--- src/rtl/hcmp_pkg.sv ---
package hcmp_pkg;

   typedef enum logic [1:0] {
      SCAN_AUTO  = 2'd0,
      SCAN_ONES  = 2'd1,
      SCAN_ZEROS = 2'd2
   } scan_pick_e;

   // rows needed when set bits are counted
   function automatic int ones_rows(input int n, input int t);
      return t;
   endfunction

   // rows needed when clear bits are counted: zeros >= n-t+1 means weight < t
   function automatic int zero_rows(input int n, input int t);
      return n - t + 1;
   endfunction

   function automatic bit pick_zeros(input scan_pick_e pick, input int n, input int t);
      if (pick == SCAN_ZEROS) return 1'b1;
      if (pick == SCAN_ONES)  return 1'b0;
      return (zero_rows(n, t) < ones_rows(n, t));
   endfunction

endpackage

--- src/rtl/hcmp_node.sv ---
// One mesh cell: a row level passes east unless this column's bit is set
// while the row above had already fallen before this column.
module hcmp_node (
   input  logic bit_i,
   input  logic west_i,
   input  logic up_i,
   output logic east_o
);
   logic bit_n;
   logic take;
   logic west_n;

   assign bit_n  = ~bit_i;
   assign take   = ~(bit_n | up_i);     // NOR: bit set and upper row low
   assign west_n = ~west_i;
   assign east_o = ~(west_n | take);    // NOR: stay high unless taken
endmodule

--- src/rtl/hcmp_grid.sv ---
// ROWS x COLS ripple mesh. TRIM=0 builds the full rectangle and reduces all
// row ends; TRIM=1 builds only the band k <= j <= COLS-ROWS+k.
module hcmp_grid #(
   parameter int COLS = 8,
   parameter int ROWS = 3,
   parameter bit TRIM = 1'b0
) (
   input  logic [COLS-1:0] bits_i,
   output logic            hit_o
);
   localparam int SPAN = COLS - ROWS;

   for (genvar k = 1; k <= ROWS; k++) begin : g_row
      localparam int LO = TRIM ? k : 1;
      localparam int HI = TRIM ? (SPAN + k) : COLS;
      logic [HI:LO] east_v;

      for (genvar j = LO; j <= HI; j++) begin : g_col
         logic west_w;
         logic up_w;

         if (j == LO) begin : g_w_edge
            assign west_w = 1'b1;
         end else begin : g_w_link
            assign west_w = east_v[j-1];
         end

         if (k == 1) begin : g_u_top
            assign up_w = 1'b0;
         end else if (j == 1) begin : g_u_edge
            assign up_w = 1'b1;
         end else begin : g_u_link
            assign up_w = g_row[k-1].east_v[j-1];
         end

         hcmp_node u_node (
            .bit_i  (bits_i[j-1]),
            .west_i (west_w),
            .up_i   (up_w),
            .east_o (east_v[j])
         );
      end
   end

   if (TRIM) begin : g_last_only
      assign hit_o = ~g_row[ROWS].east_v[COLS];
   end else begin : g_all_ends
      logic [ROWS:1] ends_w;
      for (genvar k = 1; k <= ROWS; k++) begin : g_end
         assign ends_w[k] = g_row[k].east_v[COLS];
      end
      assign hit_o = ~|ends_w;
   end
endmodule

--- src/rtl/hcmp_orient.sv ---
// Polarity adapter: counting zeros inverts the scanned bits and the verdict.
module hcmp_orient #(
   parameter int N_BITS = 8,
   parameter bit INVERT = 1'b0
) (
   input  logic [N_BITS-1:0] vec_i,
   input  logic              hit_i,
   output logic [N_BITS-1:0] scan_o,
   output logic              ge_o
);
   assign scan_o = vec_i ^ {N_BITS{INVERT}};
   assign ge_o   = hit_i ^ INVERT;
endmodule

--- src/rtl/hcmp_fixed_thresh.sv ---
module hcmp_fixed_thresh #(
   parameter int                     N_BITS    = 8,
   parameter int                     THRESH    = 3,
   parameter hcmp_pkg::scan_pick_e   SCAN_PICK = hcmp_pkg::SCAN_AUTO,
   parameter bit                     TRIM      = 1'b0
) (
   input  logic [N_BITS-1:0] vec_i,
   output logic              ge_o
);
   localparam bit USE_ZEROS = hcmp_pkg::pick_zeros(SCAN_PICK, N_BITS, THRESH);
   localparam int MESH_ROWS = USE_ZEROS ? hcmp_pkg::zero_rows(N_BITS, THRESH)
                                        : hcmp_pkg::ones_rows(N_BITS, THRESH);
   localparam int MAX_CELLS = 4096;

   if (N_BITS < 1) begin : g_bad_width
      $error("hcmp_fixed_thresh: N_BITS must be at least 1");
   end
   if (THRESH < 0) begin : g_bad_thresh
      $error("hcmp_fixed_thresh: THRESH must not be negative");
   end
   if (THRESH >= 1 && THRESH <= N_BITS && MESH_ROWS * N_BITS > MAX_CELLS) begin : g_too_big
      $error("hcmp_fixed_thresh: mesh exceeds cell budget");
   end

   if (THRESH == 0) begin : g_tie_high
      logic unused_vec;
      assign unused_vec = ^vec_i;
      assign ge_o       = 1'b1;
   end else if (THRESH > N_BITS) begin : g_tie_low
      logic unused_vec;
      assign unused_vec = ^vec_i;
      assign ge_o       = 1'b0;
   end else begin : g_mesh
      logic [N_BITS-1:0] scan_w;
      logic              hit_w;

      hcmp_orient #(
         .N_BITS (N_BITS),
         .INVERT (USE_ZEROS)
      ) u_orient (
         .vec_i  (vec_i),
         .hit_i  (hit_w),
         .scan_o (scan_w),
         .ge_o   (ge_o)
      );

      hcmp_grid #(
         .COLS (N_BITS),
         .ROWS (MESH_ROWS),
         .TRIM (TRIM)
      ) u_grid (
         .bits_i (scan_w),
         .hit_o  (hit_w)
      );
   end
endmodule

--- config.mk ---
export PLATFORM = sky130hd
export DESIGN_NAME = hcmp_fixed_thresh
export DESIGN_NICKNAME = d
export VERILOG_FILES = /design/src/rtl/hcmp_pkg.sv /design/src/rtl/hcmp_node.sv /design/src/rtl/hcmp_grid.sv /design/src/rtl/hcmp_orient.sv /design/src/rtl/hcmp_fixed_thresh.sv
export SDC_FILE = /design/constraint.sdc
export NUM_CORES = 1
export LEC_CHECK = 0
export BUFFER_PORTS_ARGS = -buffer_cell sky130_fd_sc_hd__buf_2
export CORE_AREA = 2 2 39 41
export DETAILED_ROUTE_END_ITERATION = 12
export DIE_AREA = 0 0 41 43
export GPL_ROUTABILITY_DRIVEN = 0
export PLACE_DENSITY_LB_ADDON = 0.1
export SKIP_LAST_GASP = 1
export SLEW_MARGIN = 25
export SYNTH_ARGS = -nofsm -noshare
export SYNTH_HDL_FRONTEND = slang
export SYNTH_HIERARCHICAL = 1
export SYNTH_SLANG_ARGS = --single-unit
--- constraint.sdc ---
create_clock -name vclk -period 4.2
set_input_delay 0.42 -clock vclk [all_inputs]
set_output_delay 0.42 -clock vclk [all_outputs]
set_load 0.005 [all_outputs]
==> reports/results.tsv <==
stage	metric	value	unit
detailed_routing	drtIter0Drc	1	
layout	post_route_cells_drive_above_1_share	0.141	
logic_synthesis	mappedNetlistArea	355	um^2
logic_synthesis	synth.area.mux_share	0	
die	design.portCount	9	
sta	final_critical_delay_including_setup_and_external_delays	2750	ps
logic_synthesis	share_of_the_synthesized_area_in_compound_gates_ao_oa_aoi_oai	0.507	
layout	numSequentialCells	0	
detailed_routing	detailedRoute.firstPassIterationCount	2	
logic_synthesis	yosys_warnings	6	
sta	max_freq	0.363	GHz
die	die-width	41	um
logic_synthesis	post_synth_xor_area_fraction	0	
worst_setup_path	path_max_fanout	3	
power_and_ir_drop	report.power.total	21.6	uW
power_and_ir_drop	power_density	54.7	nW/um^2
logic_synthesis	synthTopCellsByArea	a21boi_1 51%, inv_1 25%, buf_4 19%	
grt	total_routing_usage_reported_by_global_routing	0.0609	
worst_setup_path	crit_path_start_kind	input pin	
logic_synthesis	yosys.area_share.simple	0.0282	
layout	seqCellArea	0	um^2
grt	grt_max_degree	4	
logic_synthesis	synth_largest_type_area_fraction	0.507	
sta	unrepaired_setup_endpoints_after_global_routing	false	
logic_synthesis	largest_family_of_logic_cells_by_synthesized_area	compound AO/OA/AOI/OAI gates	
sta	finalSetupViolCount	0	
layout	layout-area-overhead-vs-synth	10.9	%
detailed_routing	drt_wl_total	438	um
layout	fillCellCount	173	
worst_setup_path	critPathMostFrequentCell	a21boi_1	
logic_synthesis	synth_commonest_cells	24 x a21boi_1, 24 x inv_1, 9 x buf_4	
logic_synthesis	yosys.area.top_type	a21boi_1	
worst_setup_path	timing.critical_path.buf_inv	3	
worst_setup_path	critical_path.max_stage_delay	220	ps
worst_setup_path	critical_path_class	input pin to output pin	
layout	n_antenna_cell	0	
detailed_routing	num_vias	299	
worst_setup_path	timing.critical_path.to_type	output pin	
die	die-area	1760	um^2
flow_run	max_cap_violations	0	
power_and_ir_drop	static-leakage-power	0.000195	uW
worst_setup_path	worstPathRequired	3780	ps
cts	cts.hold.buffers_added	0	
placement	post_detailed_placement_half_perimeter_wirelength	434	um
hold_path	hold_path.class	input pin to output pin	
logic_synthesis	syn_avg_cell_area	5.92	um^2
grt	grt_pass1_wl	841	um
die	core.rowCount	14	
worst_setup_path	crit_chain	buf_2 > a21boi_1 > a21boi_1 > a21boi_1 > a21boi_1 > a21boi_1 > inv_1 > a21boi_1 > a21boi_1 > a21boi_1 > nor3_2 > buf_2	
placement	port-buffer-count	9	
worst_setup_path	critPathTopFamily	compound AO/OA/AOI/OAI gates	
grt	vias_in_the_first_global_route	248	
die	starting_density_of_the_core	0.257	
die	floorplan.die.height	43	um
detailed_routing	ant_nets	0	
worst_setup_path	cp_slowest_cell	a21boi_1	
power_and_ir_drop	irDropWorstVdd	20.4	uV
sta	hold-worst-slack	1220	ps
sta	final_min_period_over_clock_period	0.656	
worst_setup_path	cp_data_arrival_time	2330	ps
cts	postCtsResizedCells	0	
detailed_routing	detail_route.vias_per_cell	3.44	
sta	fin_setup_tns	0	ps
grt	grt.overflow.total	0	
sta	timing.final.hold_violations	0	
layout	clock_buffers	0	
logic_synthesis	yosysUniqueCellTypes	5	
layout	num-nets-final	81	
detailed_routing	route.detailed.drc	0	
detailed_routing	detail_route.wl_per_cell	5.03	um
die	core_region_area	1380	um^2
logic_synthesis	yosysSeqAreaShare	0	
cts	postCtsSetupBuffers	0	
run_status	run_status	complete, no violations	
logic_synthesis	yosys.area_share.adder	0	
logic_synthesis	netlist_instances	60	
grt	grt_antenna_before_repair	0	
sta	report.final.slew_viol_count	0	
worst paths after layout:
check	start	cells after the start	end
setup / recovery	vec_i[0]	12	ge_o
hold / removal	vec_i[7]	4	ge_o
per-layer routing:
layer  GRT usage  up-vias  routed length, um
li1            -      180                  -
met3           0        0                 15
met5           0        -                  0
met2       0.100        5                199
met4           0        0                  0
met1      0.0918      114                224
layout by cell type, fill, tap and decap left out, drive strengths merged:
| cell type | n |
|---|---|
| inv | 24 |
| a21boi | 24 |
| conb | 13 |
| buf | 9 |
| nor3 | 1 |
where the power goes:
| group | switching, uW | internal [uW] | leakage (uW) |
|---|---|---|---|
| Sequential | 0 | 0 | 0 |
| Clock | 0 | 0 | 0 |
| Combinational | 10.6 | 10.9 | 0.000195 |
final cells by class:
class,instances,area (um^2),area share
well taps,16,20.0,0.0508
inverters,24,90.1,0.229
multi-input cells,38,239,0.606
repair buffers,9,45.0,0.114
through the flow:
stage	std cells	worst slack, ps	area, um^2	utilization
3_3_place_gp	87	1410	394	0.285
6_report	87	1450	394	0.285
3_5_place_dp	87	1380	394	0.285
5_1_grt	87	1110	394	0.285
4_1_cts	87	1370	394	0.285
2_1_floorplan	71	1610	397	-
logic make-up after synthesis:
family / Yosys count
buf+inv: 33
simple gates: 1
other cells: 2
compound gates: 24
Power figures use the tool's default switching activity.
